`config.mk`:
```
export PLATFORM = sky130hd
export DESIGN_NAME = wb_dispatch_sel
export DESIGN_NICKNAME = d
export VERILOG_FILES = /design/src/rtl/wb_sel_pkg.sv /design/src/rtl/wb_wait_ctr.sv /design/src/rtl/wb_pw_cmp.sv /design/src/rtl/wb_dispatch_sel.sv
export SDC_FILE = /design/constraint.sdc
export NUM_CORES = 1
export LEC_CHECK = 0
export BUFFER_PORTS_ARGS = -buffer_cell sky130_fd_sc_hd__buf_4
export CORE_ASPECT_RATIO = 0.5
export CORE_MARGIN = 4
export CORE_UTILIZATION = 60
export CTS_CLUSTER_DIAMETER = 80
export DETAILED_ROUTE_END_ITERATION = 6
export PLACE_DENSITY = 0.78
export SYNTH_ARGS = -nofsm -noshare
export SYNTH_HDL_FRONTEND = slang
export SYNTH_SLANG_ARGS = --single-unit
```
`constraint.sdc`:
```
create_clock -name clk -period 16.85 [get_ports clk]
set_input_delay 3.37 -clock clk [delete_from_list [all_inputs] [get_ports clk]]
set_output_delay 3.37 -clock clk [all_outputs]
set_load 0.005 [all_outputs]
```
`src/rtl/wb_sel_pkg.sv`:
```
`timescale 1ns/1ps
// Shared types of the wait-balancing dispatch selector.
package wb_sel_pkg;
    // Dispatch kind; the encoding is visible on dsp_kind.
    typedef enum logic [1:0] {
        K_RD  = 2'd0,
        K_WR  = 2'd1,
        K_GCR = 2'd2,
        K_GCW = 2'd3
    } kind_e;

    // Selector state: free choice, or committed to the write side.
    typedef enum logic {
        ST_PICK  = 1'b0,
        ST_WSIDE = 1'b1
    } sel_st_e;
endpackage

```
`src/rtl/wb_wait_ctr.sv`:
```
`timescale 1ns/1ps
// Per-slot wait counter.
// Clears when the slot is loaded. Rises by one each cycle while the slot is
// valid, and saturates at its maximum value.
// Assumes load and valid are synchronous to clk.
module wb_wait_ctr #(
    parameter int WW = 16
) (
    input  logic          clk,
    input  logic          rst_n,
    input  logic          load,
    input  logic          vld,
    output logic [WW-1:0] wait_o
);
    localparam logic [WW-1:0] MAXV = '1;

    // Age the slot, restarting on each load.
    always_ff @(posedge clk) begin
        if (!rst_n || load)
            wait_o <= '0;
        else if (vld && wait_o != MAXV)
            wait_o <= wait_o + 1'b1;
    end
endmodule

```
`src/rtl/wb_pw_cmp.sv`:
```
`timescale 1ns/1ps
// Proportional-wait comparator.
// Decides whether rd_wait/rd_cost >= wr_wait/wr_cost. It avoids division by
// cross-multiplying the two sides. Ties resolve to the read.
// Assumes both slots are valid when the result is used.
module wb_pw_cmp #(
    parameter int WW = 16,
    parameter int TW = 8
) (
    input  logic [WW-1:0] rd_wait,
    input  logic [WW-1:0] wr_wait,
    input  logic [TW-1:0] rd_mem_t,
    input  logic [TW-1:0] rd_xfer_t,
    input  logic [TW-1:0] wr_mem_t,
    input  logic [TW-1:0] wr_xfer_t,
    output logic          rd_wins
);
    localparam int CSW = TW + 1;
    localparam int PW  = WW + CSW;

    logic [CSW-1:0] rd_cost, wr_cost;
    logic [PW-1:0]  lhs, rhs;

    // Cross-multiplied comparison of the two normalized waits.
    always_comb begin
        rd_cost = {1'b0, rd_mem_t} + {1'b0, rd_xfer_t};
        wr_cost = {1'b0, wr_mem_t} + {1'b0, wr_xfer_t};
        lhs     = PW'(rd_wait) * PW'(wr_cost);
        rhs     = PW'(wr_wait) * PW'(rd_cost);
        rd_wins = (lhs >= rhs);
    end
endmodule

```
`src/rtl/wb_dispatch_sel.sv`:
```
`timescale 1ns/1ps
// Wait-balancing dispatch selector (top).
// Offers one of: the read slot, the write slot, or a GC read/write. When the
// write side wins, a burst of min(budget, pending) GC requests (reads first)
// is issued, and then the write. The offer is re-evaluated every cycle until
// a burst has started; after that the block stays on the write side.
// Assumes: the write slot stays valid until its write is taken. The GC
// pending counts drop by one after each accepted GC request of that kind.
module wb_dispatch_sel
    import wb_sel_pkg::*;
#(
    parameter int WW = 16,
    parameter int TW = 8,
    parameter int CW = 6
) (
    input  logic          clk,
    input  logic          rst_n,
    input  logic          rd_vld,
    input  logic          rd_load,
    input  logic [TW-1:0] rd_mem_t,
    input  logic [TW-1:0] rd_xfer_t,
    input  logic          wr_vld,
    input  logic          wr_load,
    input  logic [TW-1:0] wr_mem_t,
    input  logic [TW-1:0] wr_xfer_t,
    input  logic [CW-1:0] gcr_pend,
    input  logic [CW-1:0] gcw_pend,
    input  logic [CW-1:0] gc_budget,
    output logic          dsp_valid,
    input  logic          dsp_ready,
    output logic [1:0]    dsp_kind
);
    localparam int NW = CW + 1;

    logic [WW-1:0] rd_wait, wr_wait;
    logic          rd_wins;
    sel_st_e       st_q;
    logic [NW-1:0] gc_left_q;
    logic [NW-1:0] pend_sum, burst_n;
    kind_e         gc_kind, kind;
    logic          read_side, gc_go, fire, is_gc;

    wb_wait_ctr #(.WW(WW)) u_rd_ctr (
        .clk(clk), .rst_n(rst_n), .load(rd_load), .vld(rd_vld), .wait_o(rd_wait)
    );

    wb_wait_ctr #(.WW(WW)) u_wr_ctr (
        .clk(clk), .rst_n(rst_n), .load(wr_load), .vld(wr_vld), .wait_o(wr_wait)
    );

    wb_pw_cmp #(.WW(WW), .TW(TW)) u_cmp (
        .rd_wait(rd_wait), .wr_wait(wr_wait),
        .rd_mem_t(rd_mem_t), .rd_xfer_t(rd_xfer_t),
        .wr_mem_t(wr_mem_t), .wr_xfer_t(wr_xfer_t),
        .rd_wins(rd_wins)
    );

    // Burst length and the GC kind to issue next.
    always_comb begin
        pend_sum  = {1'b0, gcr_pend} + {1'b0, gcw_pend};
        burst_n   = ({1'b0, gc_budget} < pend_sum) ? {1'b0, gc_budget} : pend_sum;
        gc_kind   = (gcr_pend != '0) ? K_GCR : K_GCW;
        read_side = rd_vld && (!wr_vld || rd_wins);
        gc_go     = (gc_left_q != '0) && (pend_sum != '0);
    end

    // Build the offer from the state and the candidates.
    always_comb begin
        dsp_valid = 1'b0;
        kind      = K_RD;
        if (st_q == ST_PICK) begin
            if (read_side) begin
                dsp_valid = 1'b1;
                kind      = K_RD;
            end else if (wr_vld) begin
                dsp_valid = 1'b1;
                kind      = (burst_n != '0) ? gc_kind : K_WR;
            end
        end else begin
            dsp_valid = gc_go || wr_vld;
            kind      = gc_go ? gc_kind : K_WR;
        end
        fire  = dsp_valid && dsp_ready;
        is_gc = (kind == K_GCR) || (kind == K_GCW);
    end

    assign dsp_kind = kind;

    // Track the burst: enter on the first GC, leave when the write is taken.
    always_ff @(posedge clk) begin
        if (!rst_n) begin
            st_q      <= ST_PICK;
            gc_left_q <= '0;
        end else if (fire) begin
            if (st_q == ST_PICK) begin
                if (is_gc) begin
                    st_q      <= ST_WSIDE;
                    gc_left_q <= burst_n - 1'b1;
                end
            end else if (is_gc) begin
                gc_left_q <= gc_left_q - 1'b1;
            end else begin
                st_q      <= ST_PICK;
                gc_left_q <= '0;
            end
        end
    end
endmodule

```
==> reports/summary.txt <==
post-synthesis sequential area ratio: 6.02%
Cell Area, Synth: 13300 sq um
fraction of final layout cells with drive strength greater than 1: 6.87%
number of nets in the layout: 1975
Die Area: 24800 sq um
RSZ-0062 raised after global routing: no
net count after synthesis: 1972
clock tree sinks: 40
slew of the pin with the lowest slew margin: 1.23 ns
cell type group with the largest total delay on the critical path: adder cells
drt pass-1 iters: 5
Non-Filler Cell Area, Final: 14100 sq um
number of placed I/O pins: 60
first-pass GRT wire length: 53.5 mm
number of synthesized flops with an enable pin: 0
total core area: 21700 sq um
P per Cell Area: 28.7 nW/um^2
share of power burned in the clock network: 31.7%
Distinct cells, synth: 82
mean cell area of the mapped netlist: 8.48 sq um
deepest clock path buffer count: 2
maximum number of pins on one net before global-route repair: 34
post-detail-place hpwl: 25.4 mm
critical path capture point type: output port
internal power summed over all cells: 249 uW
proportion of netlist area held by the largest area contributor: 30.3%
placed standard-cell area: 13900 sq um
number of instances in the synthesized netlist: 1568
main area contributors after synthesis: sky130_fd_sc_hd__fa_1, sky130_fd_sc_hd__ha_1, sky130_fd_sc_hd__inv_1, sky130_fd_sc_hd__dfxtp_1, sky130_fd_sc_hd__and2_1
count of H-tree levels built during CTS: 2
die width: 219 um
post-detailed-routing wire length: 31.6 mm
most used cell along the critical path: sky130_fd_sc_hd__fa_1
per-cell via count in the routed design: 5.79
Synth Warn #: 0
startpoint types: input pin
register share of total power: 25.1%
vias in the first global route: 11100
initial cell density of the core: 61.2%
RePlAce Congestion: 0.916
biggest area consumer among synthesized cells: sky130_fd_sc_hd__fa_1
endpoints failing setup: 0
result of the run: complete, no violations
class of the worst hold path: register to register
DR DRC count: 0
non-filler instance count after layout: 1871
grt total ovfl: 0
number of rows created at floorplan: 38
post-CTS setup repair buffer count: 0
commonest cells in the netlist: sky130_fd_sc_hd__inv_1, sky130_fd_sc_hd__fa_1, sky130_fd_sc_hd__nand2_1, sky130_fd_sc_hd__ha_1, sky130_fd_sc_hd__and2_1
Fin. Hold Viols: 0
cell with the most instances after synthesis: sky130_fd_sc_hd__inv_1
fill cell count: 1800
insertion delay to the later sink of the worst-skew pair: 0.30 ns
proportion of synthesized flip-flops having asynchronous set or reset: 0%
worst supply voltage drop on vdd: 36.6 uV
number of inserted diodes: 0
initial drt markers: 767
leakage power total: 0.00718 uW
data arrival time of the critical path: 11.62 ns
number of slew-limit violations in the final report: 0
Worst EP required: 13.48 ns
fmax: 66.7 MHz
Seq. cell area: 801 sq um
post-route fraction of the period consumed by the critical path: 88.9%
synth-to-layout area growth: 5.67%
die height: 113 um
worst stage delay on the critical path: 0.84 ns
Avg WL per Cell: 16.9 um
utilization after layout: 64.7%
Post-Place Cells: 1864
count of port buffers added during placement: 59
CP bufs+invs: 5
switching pwr: 154 uW
post-synthesis sequential element count: 40
ANT nets after route: 0
overall fraction of global-route tracks in use: 26.0%
# hold bufs at CTS: 0
proportion of total power due to net switching: 38.2%
Multi-input gate area: 11300 sq um
combinational fraction of design power: 43.2%
Setup Skew: 0.00575 ns
TritonCTS clock tree: built
setup TNS: 0 ns
CTS-repair resized insts: 0
cell at the root of the clock tree: sky130_fd_sc_hd__clkbuf_16
Crit Path Max Fanout: 16
maxcap violations: 0
Clk pin slew, worst setup/hold paths: 0.06 ns
minimum clock period after layout: 14.99 ns
antenna violations before repair: 0
Setup CP Type: input pin to output port
number of buffers created by CTS: 5
Slew headroom: 17.9%
slowest CP cell: sky130_fd_sc_hd__nor2_1
DR vias: 10800
main flop type after synthesis: sky130_fd_sc_hd__dfxtp_1
-- placed cells by master, fill, tap and decap left out, types with 4 or more instances in the layout --
cell type,n
sky130_fd_sc_hd__nand3_1,24
sky130_fd_sc_hd__nand2b_1,71
sky130_fd_sc_hd__or2_2,5
sky130_fd_sc_hd__ha_1,146
sky130_fd_sc_hd__o21ai_0,38
sky130_fd_sc_hd__o21a_1,32
sky130_fd_sc_hd__o211ai_1,6
sky130_fd_sc_hd__xnor2_1,37
sky130_fd_sc_hd__clkbuf_16,5
sky130_fd_sc_hd__a21boi_0,4
sky130_fd_sc_hd__nand3b_1,4
sky130_fd_sc_hd__mux2i_1,28
sky130_fd_sc_hd__and4_1,6
sky130_fd_sc_hd__nor2b_1,9
sky130_fd_sc_hd__buf_4,66
sky130_fd_sc_hd__dfxtp_1,40
sky130_fd_sc_hd__o21ai_1,4
sky130_fd_sc_hd__a31oi_1,6
sky130_fd_sc_hd__fa_1,201
sky130_fd_sc_hd__xor2_1,35
sky130_fd_sc_hd__mux2_2,9
sky130_fd_sc_hd__a211o_1,6
sky130_fd_sc_hd__nand4_1,15
sky130_fd_sc_hd__or3_1,16
sky130_fd_sc_hd__nor3_1,21
sky130_fd_sc_hd__o32ai_1,4
sky130_fd_sc_hd__and3_1,7
sky130_fd_sc_hd__and2_1,121
sky130_fd_sc_hd__a21o_1,15
sky130_fd_sc_hd__o21bai_1,5
sky130_fd_sc_hd__inv_1,225
sky130_fd_sc_hd__nor4_1,6
sky130_fd_sc_hd__nand2_1,156
sky130_fd_sc_hd__a211oi_1,9
sky130_fd_sc_hd__a21oi_1,47
sky130_fd_sc_hd__nor2_1,80
-- kinds of logic after synthesis --
logic type,synth area share (%)
muxes,2.87
xor gates and xnor gates,4.74
DFF,6.02
adders and majority gates,44.0
buffers and inverters,8.65
AOI/OAI and AO/OA,12.1
and+or+nand+nor,21.6
-- routing by layer --
layer / vias to the layer above / routed length, um / global-route usage (%)
met5: - / 0 / 0
met1: 5310 / 14600 / 36.9
met4: 0 / 457 / 4.96
met3: 48 / 1770 / 3.49
li1: 5103 / - / -
met2: 364 / 14700 / 43.5
-- area by class of cell --
cell class | count | share of cell area, %
flip-flops and latches | 40 | 5.70
repair buffers | 66 | 3.53
well taps | 300 | 2.67
inverters | 226 | 6.04
clock inverters | 2 | 0.427
multi-input cells | 1232 | 80.8
clock buffers | 5 | 0.890
-- worst reg2reg max path, delay by kind of cell, from the launching register on --
| family | cells | cell delay [ns] |
|---|---|---|
| fa+ha+maj | 6 | 2.65 |
| compound gates | 8 | 2.37 |
| mux | 1 | 0.31 |
| xor+xnor | 1 | 0.18 |
| simple gates | 4 | 0.74 |
| buf+inv | 1 | 0.06 |
| flops | 1 | 0.60 |
-- sequential cells by signal, indices dropped and copies added (netlist names) --
name and cells:
u_rd_ctr.wait_o 16, gc_left_q 7, st_q 1, u_wr_ctr.wait_o 16
-- power by group through the flow --
stage	logic (uW)	clock network [uW]	registers, uW
after floorplan	121	0	101
after global placement	165	0	103
after detailed placement	171	0	103
after CTS	172	129	101
after global routing	192	133	102
final	174	128	101
-- stage by stage --
| step | power [uW] | setup WS [ns] | hold WS (ns) |
|---|---|---|---|
| floorplan | 222 | 2.86 | 0.428 |
| global route | 426 | 1.29 | 0.465 |
| CTS | 403 | 1.86 | 0.454 |
| global placement | 269 | 2.13 | 0.436 |
| finish | 403 | 1.86 | 0.458 |
| detailed placement | 274 | 1.95 | 0.444 |
-- final timing paths --
| path | cells past startpoint | from | to | slack [ns] |
|---|---|---|---|---|
| worst max-delay path | 32 | rd_mem_t[0] | dsp_kind[0] | 1.86 |
| worst min register to register | 1 | gc_left_q[6]$_SDFFE_PN0P_ | gc_left_q[6]$_SDFFE_PN0P_ | 0.46 |
| worst max register to register | 21 | u_wr_ctr.wait_o[1]$_SDFFE_PP0P_ | gc_left_q[6]$_SDFFE_PN0P_ | 9.85 |
| worst min-delay path | 1 | gc_left_q[6]$_SDFFE_PN0P_ | gc_left_q[6]$_SDFFE_PN0P_ | 0.46 |
Note: power is estimated with default switching activity, not from simulation.
